<file path="src/rtl/cbuf_dma_pkg.sv">
package cbuf_dma_pkg;
  localparam int unsigned REG_AW = 6;
  localparam int unsigned PTR_W  = 64;
  localparam int unsigned LEN_W  = 32;
  localparam int unsigned BYTE_W = 8;
  localparam int unsigned WORD_W = 32;

  localparam logic [REG_AW-1:0] OFF_CMD    = 6'h08;
  localparam logic [REG_AW-1:0] OFF_PTR_LO = 6'h10;
  localparam logic [REG_AW-1:0] OFF_LEN    = 6'h14;
  localparam logic [REG_AW-1:0] OFF_PTR_HI = 6'h18;

  localparam logic [WORD_W-1:0] CMD_MEM_TO_TX = 32'd2;
  localparam logic [WORD_W-1:0] CMD_RX_TO_MEM = 32'd3;

  typedef enum logic [2:0] {
    ST_IDLE,
    ST_W_REQ,
    ST_W_TX,
    ST_W_NEXT,
    ST_R_CHK,
    ST_R_REQ,
    ST_DONE
  } state_e;
endpackage

</file>
<file path="src/rtl/cbuf_dma_regs.sv">
module cbuf_dma_regs
  import cbuf_dma_pkg::*;
(
  input  logic              clk_i,
  input  logic              rst_ni,
  input  logic              we_i,
  input  logic [REG_AW-1:0] addr_i,
  input  logic [WORD_W-1:0] wdata_i,
  input  logic              idle_i,
  output logic [PTR_W-1:0]  ptr_o,
  output logic [LEN_W-1:0]  len_o,
  output logic              start_tx_o,
  output logic              start_mem_o
);
  localparam int unsigned HI_W = PTR_W - WORD_W;

  logic [PTR_W-1:0] ptr_q;
  logic [LEN_W-1:0] len_q;
  logic             cmd_wr;

  always_ff @(posedge clk_i or negedge rst_ni) begin
    if (!rst_ni) begin
      ptr_q <= '0;
      len_q <= '0;
    end else if (we_i) begin
      unique case (addr_i)
        OFF_PTR_LO: ptr_q <= {{HI_W{1'b0}}, wdata_i};
        OFF_PTR_HI: ptr_q[PTR_W-1:WORD_W] <= wdata_i[HI_W-1:0];
        OFF_LEN:    len_q <= wdata_i[LEN_W-1:0];
        default:    ;
      endcase
    end
  end

  assign cmd_wr      = we_i && (addr_i == OFF_CMD) && idle_i;
  assign start_tx_o  = cmd_wr && (wdata_i == CMD_MEM_TO_TX);
  assign start_mem_o = cmd_wr && (wdata_i == CMD_RX_TO_MEM);
  assign ptr_o       = ptr_q;
  assign len_o       = len_q;

  a_r10_regs_hold: assert property (@(posedge clk_i) disable iff (!rst_ni)
    !we_i |=> $stable(ptr_q) && $stable(len_q));
  a_r1_hi_keeps_lo: assert property (@(posedge clk_i) disable iff (!rst_ni)
    we_i && addr_i == OFF_PTR_HI |=> ptr_q[WORD_W-1:0] == $past(ptr_q[WORD_W-1:0]));
endmodule

</file>
<file path="src/rtl/cbuf_dma_cnt.sv">
module cbuf_dma_cnt
  import cbuf_dma_pkg::*;
#(
  parameter int unsigned CHUNK = 16
) (
  input  logic             clk_i,
  input  logic             rst_ni,
  input  logic             load_i,
  input  logic             step_i,
  input  logic [PTR_W-1:0] ptr_i,
  input  logic [LEN_W-1:0] len_i,
  output logic [PTR_W-1:0] cur_ptr_o,
  output logic             last_o,
  output logic             chunk_end_o
);
  localparam int unsigned     CW      = $clog2(CHUNK + 1);
  localparam logic [CW-1:0]   CHUNK_C = CW'(CHUNK);
  localparam logic [LEN_W-1:0] CHUNK_L = LEN_W'(CHUNK);

  logic [PTR_W-1:0] cur_q;
  logic [LEN_W-1:0] rem_q, rem_dec;
  logic [CW-1:0]    chunk_q;

  function automatic logic [CW-1:0] chunk_of(input logic [LEN_W-1:0] n);
    return (n > CHUNK_L) ? CHUNK_C : n[CW-1:0];
  endfunction

  assign rem_dec = rem_q - 1'b1;

  always_ff @(posedge clk_i or negedge rst_ni) begin
    if (!rst_ni) begin
      cur_q   <= '0;
      rem_q   <= '0;
      chunk_q <= '0;
    end else if (load_i) begin
      cur_q   <= ptr_i;
      rem_q   <= len_i;
      chunk_q <= chunk_of(len_i);
    end else if (step_i) begin
      cur_q   <= cur_q + 1'b1;
      rem_q   <= rem_dec;
      chunk_q <= (chunk_q == CW'(1)) ? chunk_of(rem_dec) : chunk_q - 1'b1;
    end
  end

  assign cur_ptr_o   = cur_q;
  assign last_o      = (rem_q == LEN_W'(1));
  assign chunk_end_o = (chunk_q == CW'(1));

  a_r3_chunk_bound: assert property (@(posedge clk_i) disable iff (!rst_ni)
    chunk_q <= CHUNK_C);
  a_r3_chunk_le_rem: assert property (@(posedge clk_i) disable iff (!rst_ni)
    LEN_W'(chunk_q) <= rem_q);
endmodule

</file>
<file path="src/rtl/cbuf_dma_ctrl.sv">
module cbuf_dma_ctrl
  import cbuf_dma_pkg::*;
(
  input  logic              clk_i,
  input  logic              rst_ni,
  input  logic              start_tx_i,
  input  logic              start_mem_i,
  input  logic              len_zero_i,
  input  logic              last_i,
  input  logic              chunk_end_i,
  input  logic              mem_rsp_i,
  input  logic [BYTE_W-1:0] mem_rdata_i,
  input  logic              tx_ready_i,
  input  logic              rx_empty_i,
  input  logic [BYTE_W-1:0] rx_data_i,
  output logic              load_o,
  output logic              step_o,
  output logic              mem_req_o,
  output logic              mem_we_o,
  output logic [BYTE_W-1:0] mem_wdata_o,
  output logic              tx_valid_o,
  output logic [BYTE_W-1:0] tx_data_o,
  output logic              rx_pop_o,
  output logic              idle_o,
  output logic              busy_o,
  output logic              done_o,
  output logic              done_rx_empty_o
);
  state_e            state_q, state_d;
  logic [BYTE_W-1:0] tx_q;
  logic              cap_rd;

  always_comb begin
    state_d = state_q;
    load_o  = 1'b0;
    step_o  = 1'b0;
    cap_rd  = 1'b0;
    unique case (state_q)
      ST_IDLE: begin
        if (start_tx_i || start_mem_i) begin
          load_o = 1'b1;
          if (len_zero_i)       state_d = ST_DONE;
          else if (start_tx_i)  state_d = ST_W_REQ;
          else                  state_d = ST_R_CHK;
        end
      end
      ST_W_REQ: begin
        if (mem_rsp_i) begin
          cap_rd  = 1'b1;
          state_d = ST_W_TX;
        end
      end
      ST_W_TX: begin
        if (tx_ready_i) begin
          step_o = 1'b1;
          if (last_i)           state_d = ST_DONE;
          else if (chunk_end_i) state_d = ST_W_NEXT;
          else                  state_d = ST_W_REQ;
        end
      end
      ST_W_NEXT: state_d = ST_W_REQ;
      ST_R_CHK:  state_d = rx_empty_i ? ST_DONE : ST_R_REQ;
      ST_R_REQ: begin
        if (mem_rsp_i) begin
          step_o  = 1'b1;
          state_d = last_i ? ST_DONE : ST_R_CHK;
        end
      end
      ST_DONE:  state_d = ST_IDLE;
      default:  state_d = ST_IDLE;
    endcase
  end

  always_ff @(posedge clk_i or negedge rst_ni) begin
    if (!rst_ni) begin
      state_q <= ST_IDLE;
      tx_q    <= '0;
    end else begin
      state_q <= state_d;
      if (cap_rd) tx_q <= mem_rdata_i;
    end
  end

  assign mem_req_o       = (state_q == ST_W_REQ) || (state_q == ST_R_REQ);
  assign mem_we_o        = (state_q == ST_R_REQ);
  assign mem_wdata_o     = (state_q == ST_R_REQ) ? rx_data_i : '0;
  assign rx_pop_o        = (state_q == ST_R_REQ) && mem_rsp_i;
  assign tx_valid_o      = (state_q == ST_W_TX);
  assign tx_data_o       = tx_q;
  assign idle_o          = (state_q == ST_IDLE);
  assign busy_o          = (state_q != ST_IDLE);
  assign done_o          = (state_q == ST_DONE);
  assign done_rx_empty_o = done_o && rx_empty_i;

  a_r4_tx_hold: assert property (@(posedge clk_i) disable iff (!rst_ni)
    tx_valid_o && !tx_ready_i |=> tx_valid_o && $stable(tx_data_o));
  a_r8_done_pulse: assert property (@(posedge clk_i) disable iff (!rst_ni)
    done_o |=> !done_o && !busy_o);
  a_r5_pop_nonempty: assert property (@(posedge clk_i) disable iff (!rst_ni)
    rx_pop_o |-> !rx_empty_i && mem_we_o);
  a_r7_zero_len: assert property (@(posedge clk_i) disable iff (!rst_ni)
    (start_tx_i || start_mem_i) && idle_o && len_zero_i |=> done_o && !mem_req_o);
  a_r6_stop_empty: assert property (@(posedge clk_i) disable iff (!rst_ni)
    state_q == ST_R_CHK && rx_empty_i |=> done_o);
endmodule

</file>
<file path="src/rtl/cbuf_dma.sv">
module cbuf_dma
  import cbuf_dma_pkg::*;
#(
  parameter int unsigned CHUNK = 16
) (
  input  logic              clk_i,
  input  logic              rst_ni,
  input  logic              reg_we_i,
  input  logic [REG_AW-1:0] reg_addr_i,
  input  logic [WORD_W-1:0] reg_wdata_i,
  output logic [PTR_W-1:0]  ptr_o,
  output logic [LEN_W-1:0]  len_o,
  output logic              busy_o,
  output logic              done_o,
  output logic              done_rx_empty_o,
  output logic              mem_req_o,
  output logic              mem_we_o,
  output logic [PTR_W-1:0]  mem_addr_o,
  output logic [BYTE_W-1:0] mem_wdata_o,
  input  logic              mem_rsp_i,
  input  logic [BYTE_W-1:0] mem_rdata_i,
  output logic              tx_valid_o,
  output logic [BYTE_W-1:0] tx_data_o,
  input  logic              tx_ready_i,
  input  logic              rx_empty_i,
  input  logic [BYTE_W-1:0] rx_data_i,
  output logic              rx_pop_o
);
  logic idle, start_tx, start_mem, load, step, last, chunk_end;

  cbuf_dma_regs u_regs (
    .clk_i       (clk_i),
    .rst_ni      (rst_ni),
    .we_i        (reg_we_i),
    .addr_i      (reg_addr_i),
    .wdata_i     (reg_wdata_i),
    .idle_i      (idle),
    .ptr_o       (ptr_o),
    .len_o       (len_o),
    .start_tx_o  (start_tx),
    .start_mem_o (start_mem)
  );

  cbuf_dma_cnt #(.CHUNK(CHUNK)) u_cnt (
    .clk_i       (clk_i),
    .rst_ni      (rst_ni),
    .load_i      (load),
    .step_i      (step),
    .ptr_i       (ptr_o),
    .len_i       (len_o),
    .cur_ptr_o   (mem_addr_o),
    .last_o      (last),
    .chunk_end_o (chunk_end)
  );

  cbuf_dma_ctrl u_ctrl (
    .clk_i           (clk_i),
    .rst_ni          (rst_ni),
    .start_tx_i      (start_tx),
    .start_mem_i     (start_mem),
    .len_zero_i      (len_o == '0),
    .last_i          (last),
    .chunk_end_i     (chunk_end),
    .mem_rsp_i       (mem_rsp_i),
    .mem_rdata_i     (mem_rdata_i),
    .tx_ready_i      (tx_ready_i),
    .rx_empty_i      (rx_empty_i),
    .rx_data_i       (rx_data_i),
    .load_o          (load),
    .step_o          (step),
    .mem_req_o       (mem_req_o),
    .mem_we_o        (mem_we_o),
    .mem_wdata_o     (mem_wdata_o),
    .tx_valid_o      (tx_valid_o),
    .tx_data_o       (tx_data_o),
    .rx_pop_o        (rx_pop_o),
    .idle_o          (idle),
    .busy_o          (busy_o),
    .done_o          (done_o),
    .done_rx_empty_o (done_rx_empty_o)
  );

  a_r11_req_hold: assert property (@(posedge clk_i) disable iff (!rst_ni)
    mem_req_o && !mem_rsp_i |=> mem_req_o && $stable(mem_addr_o)
                                && $stable(mem_we_o) && $stable(mem_wdata_o));
  a_r12_idle_quiet: assert property (@(posedge clk_i) disable iff (!rst_ni)
    !busy_o |-> !mem_req_o && !tx_valid_o && !rx_pop_o);
endmodule

</file>
<file path="config.mk">
export PLATFORM = sky130hd
export DESIGN_NAME = cbuf_dma
export DESIGN_NICKNAME = d
export VERILOG_FILES = /design/src/rtl/cbuf_dma_pkg.sv /design/src/rtl/cbuf_dma_regs.sv /design/src/rtl/cbuf_dma_cnt.sv /design/src/rtl/cbuf_dma_ctrl.sv /design/src/rtl/cbuf_dma.sv
export SDC_FILE = /design/constraint.sdc
export NUM_CORES = 1
export LEC_CHECK = 0
export ABC_AREA = 1
export BUFFER_PORTS_ARGS = -buffer_cell sky130_fd_sc_hd__buf_4
export CORE_ASPECT_RATIO = 0.8
export CORE_MARGIN = 3
export CORE_UTILIZATION = 56
export DETAILED_ROUTE_END_ITERATION = 8
export GPL_TIMING_DRIVEN = 0
export PLACE_DENSITY_LB_ADDON = 0.1
export SKIP_CTS_REPAIR_TIMING = 1
export SYNTH_ARGS = -nofsm -noshare
export SYNTH_HDL_FRONTEND = slang
export SYNTH_SLANG_ARGS = --single-unit
</file>
<file path="constraint.sdc">
create_clock -name clk_i -period 2.98 [get_ports clk_i]
set_clock_uncertainty 0.2 [all_clocks]
set_input_delay 0.149 -clock clk_i [delete_from_list [all_inputs] [get_ports clk_i]]
set_output_delay 0.149 -clock clk_i [all_outputs]
set_load 0.005 [all_outputs]
</file>
Yosys cells after proc, flatten, opt, wreduce, memory -nomap -nowiden
Cells that the tools add are included.
W data, S select, Z words.
{ "totals": {"latchBits": 0, "output_inout_bits": 183, "inputBits": 60, "mem_bits_rw": 0, "mem_count": 0, "rom_bits": 0, "elab_cells": 76, "regBits": 208} }
{ "classes": {"div": 0, "order_cmp": 2, "muxes": 28, "mul": 0, "bitwise": 0, "n_shift": 0, "eq_ne": 18, "add_sub_neg": 3, "n_reduce_logical": 17} }
{ "op_table": {"columns": ["cell", "count"], "rows": [
  ["$mux W64", 2],
  ["$add A64 B1 Y64 const B", 1],
  ["$eq A32 B2 Y1 const B", 2],
  ["$gt A32 B5 Y1 const B", 2],
  ["$mux W32", 2],
  ["$pmux W32 S2", 1],
  ["$eq A32 B1 Y1 const B", 1],
  ["$logic_not A32 Y1", 1],
  ["$sub A32 B1 Y32 const B", 1],
  ["$mux W5", 5],
  ["$mux W3", 7],
  ["$eq A6 B5 Y1 const B", 3],
  ["$pmux W3 S6", 1],
  ["$eq A3 B3 Y1 const B", 3],
  ["$mux W8", 1],
  ["$eq A3 B2 Y1 const B", 2],
  ["$eq A6 B4 Y1 const B", 1],
  ["$logic_and A1 B1 Y1", 6],
  ["$mux W2", 3],
  ["$ne A2 B1 Y1 const B", 3],
  ["$reduce_and A2 Y1", 3],
  ["$eq A5 B1 Y1 const B", 1],
  ["$mux W1", 5],
  ["$sub A5 B1 Y5 const B", 1],
  ["other kinds (8)", 10]
]} }

Depth between registers and ports, before layout
Gate-level depths: netlist (run 1).
{ "logic_depth": {"word_depth": 8, "mapped_depth": 16, "depth_no_buf": 16} }

Hierarchy
Synthesis (run 1) repeated with hierarchy kept, for this count alone.
{ "unflattened": {"hier_cells": 1642, "hier_area_um2": 12699.7} }
{ "by_module_without_submodules": {"columns": ["module", "n_inst", "seq_area_each_um2", "area_each_um2", "cells_per_inst"], "rows": [
  ["cbuf_dma_cnt", 1, 2527.4, 7443.4, 1071],
  ["cbuf_dma_regs", 1, 2402.3, 4386.7, 427],
  ["cbuf_dma_ctrl", 1, 275.3, 753.2, 113],
  ["cbuf_dma", 1, 0.0, 116.4, 31]
]} }

Worst setup path before layout (run 1)
OpenSTA, ideal clock, no wires.
{ "synth_timing": {"path_kind": "register to register", "start": "register u_cnt.rem_q[0]", "end": "register u_cnt.chunk_q[4]", "t_required_ns": 2.657, "stages_incl_launch_ff": 14, "setup_time_ns": 0.123, "arrival_ns": 1.919, "period_less_slack_ns": 2.242, "path_buffers": 0, "path_slack_ns": 0.738, "cell_sequence": "dfrtp_1 > inv_1 > ha_1 > nand2_4 > nor2_8 > nand2_4 > o21ai_2 > nand2_1 > nor2_1 > nand2_1 > nor2_4 > nand3_1 > o21ai_1 > a21oi_1"} }
{ "synth_via": {"elab_chain_len": 6} }
{ "synth_lines": {"columns": ["element", "line", "source"], "rows": [
  ["start, declared", "cbuf_dma_cnt.sv:21", "logic [LEN_W-1:0] rem_q, rem_dec;"],
  ["start signal, assigned", "cbuf_dma_cnt.sv:37", "rem_q <= len_i;"],
  ["start signal, assigned", "cbuf_dma_cnt.sv:41", "rem_q <= rem_dec;"],
  ["$sub A32 B1 Y32 (*)", "cbuf_dma_cnt.sv:28", "assign rem_dec = rem_q - 1'b1;"],
  ["$gt A32 B5 Y1", "cbuf_dma_cnt.sv:25", "return (n > CHUNK_L) ? CHUNK_C : n[CW-1:0];"],
  ["$mux W5 (*)", "cbuf_dma_cnt.sv:25", null],
  ["$mux W5 (*)", "cbuf_dma_cnt.sv:42", "chunk_q <= (chunk_q == CW'(1)) ? chunk_of(rem_dec) : chunk_q - 1'b1;"],
  ["$mux W5 (*)", "cbuf_dma_cnt.sv:39", "end else if (step_i) begin"],
  ["$mux W5 (*)", "cbuf_dma_cnt.sv:35", "end else if (load_i) begin"],
  ["end signal, assigned", "cbuf_dma_cnt.sv:38", "chunk_q <= chunk_of(len_i);"],
  ["end signal, assigned", "cbuf_dma_cnt.sv:42", null],
  ["end, declared", "cbuf_dma_cnt.sv:22", "logic [CW-1:0] chunk_q;"]
]} }
Every way passes the cells marked *; elsewhere a longest branch is shown, timed or not. The select of a mux whose other input is x is not followed.
A chain may end at the register's enable or synchronous reset.

Final worst setup path (run 1)
{ "layout_timing": {"start": "register u_ctrl.state_q[0]", "end": "register u_cnt.cur_q[33] (netlist: u_cnt.cur_ptr_o[33])"} }
{ "layout_via": {"elab_chain_len": 7, "word_cells_on_any_way": 12, "classes_between": "eq/ne (2); mux (4); reduce/logical (6)"} }
{ "layout_lines": {"columns": ["element", "line", "source"], "rows": [
  ["start, declared", "cbuf_dma_ctrl.sv:29", "state_e state_q, state_d;"],
  ["start signal, assigned", "cbuf_dma_ctrl.sv:79", "state_q <= state_d;"],
  ["$logic_not A3 Y1", "cbuf_dma_ctrl.sv:38, cbuf_dma_ctrl.sv:90", null],
  ["$logic_and A1 B1 Y1", "cbuf_dma_regs.sv:35", "assign cmd_wr = we_i && (addr_i == OFF_CMD) && idle_i;"],
  ["$logic_and A1 B1 Y1 (on tied branches)", "cbuf_dma_regs.sv:36, cbuf_dma_regs.sv:37", null],
  ["$logic_or A1 B1 Y1", "cbuf_dma_ctrl.sv:40", "if (start_tx_i || start_mem_i) begin"],
  ["$mux W1", "cbuf_dma_ctrl.sv:40", null],
  ["$mux W1", "cbuf_dma_ctrl.sv:38", "unique case (state_q)"],
  ["$mux W64 or $reduce_bool A2 Y1 (tied branches)", null, null],
  ["end signal, assigned", "cbuf_dma_cnt.sv:36", "cur_q <= ptr_i;"],
  ["end signal, assigned", "cbuf_dma_cnt.sv:40", "cur_q <= cur_q + 1'b1;"],
  ["end, declared", "cbuf_dma_cnt.sv:20", "logic [PTR_W-1:0] cur_q;"]
]} }
Several ways; a longest one is shown, not always the timed one.

==> metrics.md, run 1 <==
| Metric | Value |
|---|---|
| Maximum root-to-sink buffer count | `3` |
| DRT antenna net count | `0` |
| Worst Setup SP | `u_ctrl.state_q[0]$_DFFE_PN0P_` |
| Die area | `roughly 24000 µm²` |
| Slowest-stage cell, CP | `o21ai_0` |
| Most common cell after layout, fill and taps aside | `nand2_1` |
| Largest net degree at the start of global routing | `120` |
| DIE WIDTH | `approximately 170 µm` |
| Final WL | `54600 µm` |
| Outcome | `finished, violations left` |
| Fmax | `approximately 330 MHz` |
| Antenna diodes | `0` |
| Die Ht | `between 100 and 150 µm` |
| CP startpoint kind | `flop` |
| Most used cell, CP | `o21ai_0` |
| Cts bufs inserted | `22` |
| Worst R2R Setup Slack | `-0.03 ns` |
| Finished Core Util | `0.7426` |
| Hold Violations, Final | `0` |
| Residual DRC | `0` |
| Reg clk slew, reported paths | `~0.060 ns` |
| Slew @ Worst Pin | `~0.9 ns` |
| Worst skew pair latency | `~0.52 ns` |
| Gr ovfl total | `0` |
| Post-synth ARST share | `1.000` |
| Mapped Cells | `1645` |
| Largest family of logic cells by synthesized area | `simple AND/OR/NAND/NOR gates` |
| Vias | `between 10k and 15k` |
| Gr usage total | `0.4275` |
| Max_cap viols | `0` |
| Worst flop-to-flop path endpoint | `u_cnt.cur_ptr_o[33]$_DFFE_PN0P_` |
| Final setup fails | `1` |
| Crit-path cells | `buf_2 > nor3_2 > inv_2 > nor3_2 > nand2_2 > clkbuf_1 > o21ai_0 > o21ai_0 > o21ai_0` |
| Period utilisation layout | `1.008` |
| Sequential element share of the synthesized area | `0.4280` |
| Failing checks | `setup timing` |
| Layout area overhead | `28.19%` |
| Share of cells above drive strength 1 | `0.1857` |
| Syn Area/Cell | `roughly 7.4 µm²` |
| TritonCTS clock tree | `yes` |
| FF-to-FF Start | `u_ctrl.state_q[0]$_DFFE_PN0P_` |
| Total core area | `between 20000 and 25000 µm²` |
| Initial drt markers | `between 2k and 2.5k` |
| Pins Over Slew Limit | `0` |
| Final GP Congestion | `around 1.1` |
| Port Buf Inserts | `242` |
| Fin Setup TNS | `-0.02528 ns` |
| Min Tclk post-route | `3.005 ns` |
| # clock sinks | `~210` |
| WL/cell | `about 24 µm` |
| Initial core utilization | `0.5793` |
| First-pass GRT wire length | `around 75000 µm` |
| Worst min path class | `in -> async` |
| Distinct cells, synth | `49` |
| Max H-tree Level | `1` |
| Compound-gate portion of the synthesized area | `0.1524` |
| Synth Area in Simple Gates | `0.2864` |
| Number of vias per cell | `~6.4` |
| Initial antenna violation count | `0` |
| Slew headroom | `0.3927` |
| Mapped Nets | `1711` |
| Critical Path Max Stage Delay | `0.52 ns` |
| Final nets | `just over 2k` |
| Synth Flop Type | `dfrtp_1` |
| FILL cells | `~1.6k` |
| Flops & latches, synth | `about 210` |
| CP required | `about 3.2 ns` |
| Row count | `47` |
| Most frequent cells in the layout | `nand2_1, buf_4, inv_1, dfrtp_1, nor2_1` |
| Worst Setup End Kind | `flop` |
| CP endpoint | `u_cnt.cur_ptr_o[33]$_DFFE_PN0P_` |
| Mux contribution to synthesized area | `0.008230` |
| DRT Pass-1 Iters | `7` |
| Reg2Reg Depth | `9` |
| CP Max Fanout | `10` |
| Static leakage | `about 7.5 nW` |
| Number of flops mapped to enable cells by yosys | `0` |
| Hpwl dp | `just under 40000 µm` |
| Critical path arrival | `approximately 3.2 ns` |
| Mapped cell area | `12160 µm²` |
| Ports | `between 200 and 250` |
| Post-Synth XOR/XNOR Area | `0.02809` |
| Vias in the first global route | `between 10k and 15k` |
| Syn. warnings | `0` |
| Setup WS pre-CTS | `around 0.12 ns` |
| Power density cells | `783.2 nW/µm²` |
| Final setup margin | `-0.02528 ns` |
| Critical path class | `reg -> reg` |
| Overall Power | `around 0.012 W` |
| VDD IR max | `0.0005676 V` |
| Post-synthesis adder-cell area fraction | `0.006173` |
| CTS root buf | `clkbuf_16` |
[flip-flops by register name, summed over array words and instances, names as in the netlist]
signal / cells
u_ctrl.state_q: 3
u_ctrl.tx_data_o: 8
u_cnt.cur_ptr_o: 64
u_regs.len_o: 32
u_cnt.chunk_q: 5
u_regs.ptr_o: 64
u_cnt.rem_q: 32
[metal layers]
metal	vias to the layer above	global-route usage	part of all wire	wire length [µm]
li1	6074	-	-	-
met1	6740	0.6016	0.37	20200
met2	1400	0.6236	0.41	22610
met3	207	0.1426	0.17	9160
met4	0	0.1387	0.048	2636
met5	-	0	0	0
[critical path: cells and delay by family, from the launching register on]
| kind | cells | cell delay [ns] |
|---|---|---|
| DFF | 1 | 0.36 |
| buffers and inverters | 3 | 0.73 |
| and+or+nand+nor | 3 | 0.81 |
| AOI/OAI and AO/OA | 3 | 0.80 |
[worst min path at each step]
stage                   start                              end  slack (ns)  depth (start not counted)
2_1_floorplan          rst_ni     u_cnt.chunk_q[0]$_DFFE_PN0P_       -0.35                          0
3_3_place_gp   mem_rdata_i[3]  u_ctrl.tx_data_o[3]$_DFFE_PN0P_        0.18                          2
3_5_place_dp           rst_ni  u_cnt.cur_ptr_o[18]$_DFFE_PN0P_       0.007                          1
4_1_cts                rst_ni  u_cnt.cur_ptr_o[22]$_DFFE_PN0P_       -0.52                          1
5_1_grt            rx_empty_i    u_ctrl.state_q[0]$_DFFE_PN0P_        0.02                          4
6_report               rst_ni  u_cnt.cur_ptr_o[18]$_DFFE_PN0P_       0.004                          2
[Yosys cell counts, drive strengths merged (4+ instances only)]
| cell type | number | share of area |
|---|---|---|
| inv | 231 | 0.071 |
| dfrtp | 208 | 0.43 |
| nand4 | 45 | 0.023 |
| a31oi | 12 | 0.0062 |
| nand3b | 4 | 0.0025 |
| nand2 | 357 | 0.11 |
| xor2 | 31 | 0.022 |
| nor2 | 213 | 0.076 |
| clkbuf | 42 | 0.013 |
| o21ai | 166 | 0.069 |
| a21oi | 36 | 0.016 |
| nor3 | 45 | 0.021 |
| nor4 | 16 | 0.0087 |
| nand3 | 80 | 0.036 |
| o31ai | 5 | 0.0031 |
| xnor2 | 8 | 0.0058 |
| mux2 | 8 | 0.0074 |
| o22ai | 57 | 0.029 |
| or2 | 7 | 0.0036 |
| ha | 6 | 0.0062 |
| buf | 14 | 0.0057 |
| o211ai | 37 | 0.023 |
[through the flow]
stage	std cells	hold slack, ns	cell area, µm²
finish	2240	0.003975	15590
global route	2240	0.01601	15590
CTS	2194	-0.5216	15120
detailed placement	2157	0.007286	14350
global placement	2156	0.1829	14320
floorplan	1645	-0.3466	12160
[report_power, final]
part	switching (W)	internal (W)	leakage, nW
logic	0.00248	0.00186	4.50
clock network	0.00121	0.00179	0.373
registers	0.00123	0.00364	2.58
[final cells by class]
cell class,instances,area [µm²],share of cell area
Clock buffer,31,655.6,0.04205
Buffer,56,230.2,0.01477
Sequential cell,208,5205,0.3339
Multi-Input combinational cell,1148,5863,0.3761
Clock inverter,6,111.4,0.007143
Tap cell,269,336.6,0.02159
Inverter,233,875.8,0.05618
Timing Repair Buffer,289,2312,0.1483
[cells by family (layout without fill, tap and decap cells)]
family	Yosys count	count (layout)
mux	9	9
buf+inv	289	615
simple gates	772	772
flops	208	208
compound gates	322	322
xor+xnor	39	39
fa+ha+maj	6	6
(Power assumes the default switching activity.)
==> run 2, diff against run 1 <==
CORE_UTILIZATION = 30   (was 56)
==> run 2 against run 1 <==
The run now ends clean. Design area rose by 2.8%. Count of clock-buffer cells in the layout increased by 3. Via count decreased by 8.1%. Combinational power fell by 3%. Core utilization shrank 34 points. Clock power grew 4%. Critical path type unchanged.
==> metrics.md, run 2 (synthesized netlist as in run 1, its figures left out) <==
| Metric | Value |
|---|---|
| TritonCTS clock tree | `yes` |
| Most common cell after layout, fill and taps aside | `nand2_1` |
| Static leakage | `7.498 nW (+0.58%)` |
| Final WL | `59680 µm (+9.3%)` |
| Die area | `43010 µm² (+83%)` |
| Slew @ Worst Pin | `1.156 ns (+0.2452 ns)` |
| Worst skew pair latency | `0.55 ns (+0.03 ns)` |
| Critical Path Max Stage Delay | `0.61 ns (+0.09 ns)` |
| Gr ovfl total | `0 (unchanged)` |
| # clock sinks | `208 (unchanged)` |
| Hold Violations, Final | `0 (unchanged)` |
| Max_cap viols | `0 (unchanged)` |
| Total core area | `39690 µm² (+89%)` |
| Reg2Reg Depth | `9 (unchanged)` |
| Residual DRC | `0 (unchanged)` |
| Ports | `243 (unchanged)` |
| Port Buf Inserts | `242 (unchanged)` |
| Multi-input gate area | `5896 µm² (+0.55%)` |
| Worst Setup End Kind | `flop` |
| CTS root buf | `clkbuf_16` |
| Antenna diodes | `0 (unchanged)` |
| Outcome | `finished clean` |
| Maximum root-to-sink buffer count | `3 (unchanged)` |
| Initial drt markers | `1537 (-32%)` |
| Largest net degree at the start of global routing | `115 (-4.2%)` |
| First-pass GRT wire length | `84900 µm (+13%)` |
| Vias in the first global route | `12.39k (-2.4%)` |
| Final nets | `2029 (+0.25%)` |
| RSZ-0062 raised after global routing | `no` |
| Worst Setup SP | `u_cnt.cur_ptr_o[28]$_DFFE_PN0P_` |
| Most used cell, CP | `nor3_1` |
| Finished Core Util | `0.4038 (-0.3388)` |
| Period utilisation layout | `0.9883 (-0.02022)` |
| FF-to-FF Start | `u_cnt.cur_ptr_o[28]$_DFFE_PN0P_` |
| Slowest-stage cell, CP | `nor3_1` |
| CP startpoint kind | `flop` |
| Share of cells above drive strength 1 | `0.1905 (+0.004808)` |
| Most frequent cells in the layout | `nand2_1, buf_4, inv_1, dfrtp_1, nor2_1` |
| Number of vias per cell | `5.267 (-18%)` |
| Hpwl dp | `45590 µm (+15%)` |
| Row count | `65 (+38%)` |
| Min Tclk post-route | `2.945 ns (-0.06025 ns)` |
| Pins Over Slew Limit | `0 (unchanged)` |
| Layout area overhead | `31.77%` |
| Vias | `13.25k (-8.1%)` |
| Worst flop-to-flop path endpoint | `u_cnt.cur_ptr_o[56]$_DFFE_PN0P_` |
| Overall Power | `0.01223 W (+0.18%)` |
| Die Ht | `186.1 µm (+35%)` |
| Worst R2R Setup Slack | `0.03 ns (+0.06 ns)` |
| Number of placed instances with taps included | `2424 (+12%)` |
| Final setup fails | `0 (-1)` |
| Gr usage total | `0.2678 (-0.1597)` |
| Critical path class | `reg -> reg` |
| Fmax | `339.6 MHz (+2.0%)` |
| DIE WIDTH | `231.1 µm (+35%)` |
| Critical path arrival | `3.16 ns (-0.07 ns)` |
| DRT antenna net count | `0 (unchanged)` |
| Initial antenna violation count | `1 (+1)` |
| FILL cells | `4261 (+170%)` |
| Worst min path class | `in -> async` |
| WL/cell | `23.73 µm (-2.7%)` |
| Sequential Area | `5205 µm² (unchanged)` |
| CP Max Fanout | `5 (-5)` |
| Initial core utilization | `0.3064 (-0.2729)` |
| Crit-path cells | `inv_1 > nor3_1 > nand2_1 > nor3_1 > nand4_1 > o21ai_0 > nand3_1 > o211ai_1 > o21ai_1` |
| DRT Pass-1 Iters | `6 (-1)` |
| Slew headroom | `0.2221 (-0.1706)` |
| Reg clk slew, reported paths | `0.06 ns (about the same)` |
| Cts bufs inserted | `25 (+14%)` |
| Non-filler instance count after layout | `2515 (+12%)` |
| CP required | `3.20 ns (about the same)` |
| VDD IR max | `0.0004107 V (-28%)` |
| Final GP Congestion | `0.9918 (-5.7%)` |
| CP endpoint | `u_cnt.cur_ptr_o[56]$_DFFE_PN0P_` |
| Power density cells | `763.3 nW/µm² (-2.5%)` |
| Max H-tree Level | `1 (unchanged)` |
[run 2: cell count changes in the layout (fill, tap and decap cells not counted), moves of 2 or more]
cell and change:
clkbuf_16 +2, clkbuf_4 +2, buf_2 -2, clkinv_2 +2, dlygate4sd3_1 +2, nor2_2 +2, nor2_1 -2, clkbuf_2 +3
[run 2: cell type report]
type / count / share of cell area
buffer: 56 / 0.01491
clock buffer: 34 / 0.04364
clock inverter: 9 / 0.006715
inverter: 233 / 0.05465
multi-input combinational: 1148 / 0.3679
sequential: 208 / 0.3248
tap: 536 / 0.04185
timing repair buffer: 291 / 0.1455
[run 2: worst min path at each step]
| stage | from | endpoint | slack [ns] |
|---|---|---|---|
| 6_report | rst_ni | u_cnt.cur_ptr_o[43]$_DFFE_PN0P_ | 0.03 |
| 5_1_grt | reg_wdata_i[10] | u_ctrl.state_q[2]$_DFFE_PN0P_ | 0.08 |
| 4_1_cts | rst_ni | u_cnt.cur_ptr_o[43]$_DFFE_PN0P_ | -0.51 |
| 3_5_place_dp | rst_ni | u_cnt.cur_ptr_o[32]$_DFFE_PN0P_ | 0.07 |
| 3_3_place_gp | mem_rdata_i[6] | u_ctrl.tx_data_o[6]$_DFFE_PN0P_ | 0.18 |
| 2_1_floorplan | rst_ni | u_cnt.chunk_q[0]$_DFFE_PN0P_ | -0.35 |
[run 2: where the power goes]
group          switching, W  leakage [nW]  internal (W)  total, W
sequential          0.00125          2.58       0.00364   0.00489
clock               0.00130         0.392       0.00181   0.00311
combinational       0.00237          4.53       0.00187   0.00424
total               0.00491          7.50       0.00732    0.0122
[run 2: metrics by stage]
| step | hold slack [ns] | cell area [µm²] | setup WS [ns] | TNS [ns] |
|---|---|---|---|---|
| after floorplan | -0.3466 | 12160 | 0.7377 | 0 |
| after global placement | 0.1840 | 14650 | -0.6552 | -74.96 |
| after detailed placement | 0.07037 | 14680 | -0.6382 | -38.42 |
| after CTS | -0.5127 | 15490 | -0.1745 | -0.9440 |
| after global routing | 0.08405 | 16030 | 0.0003773 | 0 |
| final | 0.02548 | 16030 | 0.03498 | 0 |
[run 2: routing by layer]
| metal | share of wire | vias up | GRT usage |
|---|---|---|---|
| li1 | - | 6082 | - |
| met1 | 0.47 | 6506 | 0.4139 |
| met2 | 0.41 | 597 | 0.3819 |
| met3 | 0.095 | 61 | 0.05569 |
| met4 | 0.020 | 0 | 0.05426 |
| met5 | 0 | - | 0 |
[run 2: critical path: cells and delay by family, from the launching register on]
family | cells | cell delay, ns
AO/OA/AOI/OAI | 3 | 0.44
buffers and inverters | 1 | 0.13
AND/OR/NAND/NOR | 5 | 1.57
flip-flops | 1 | 0.49
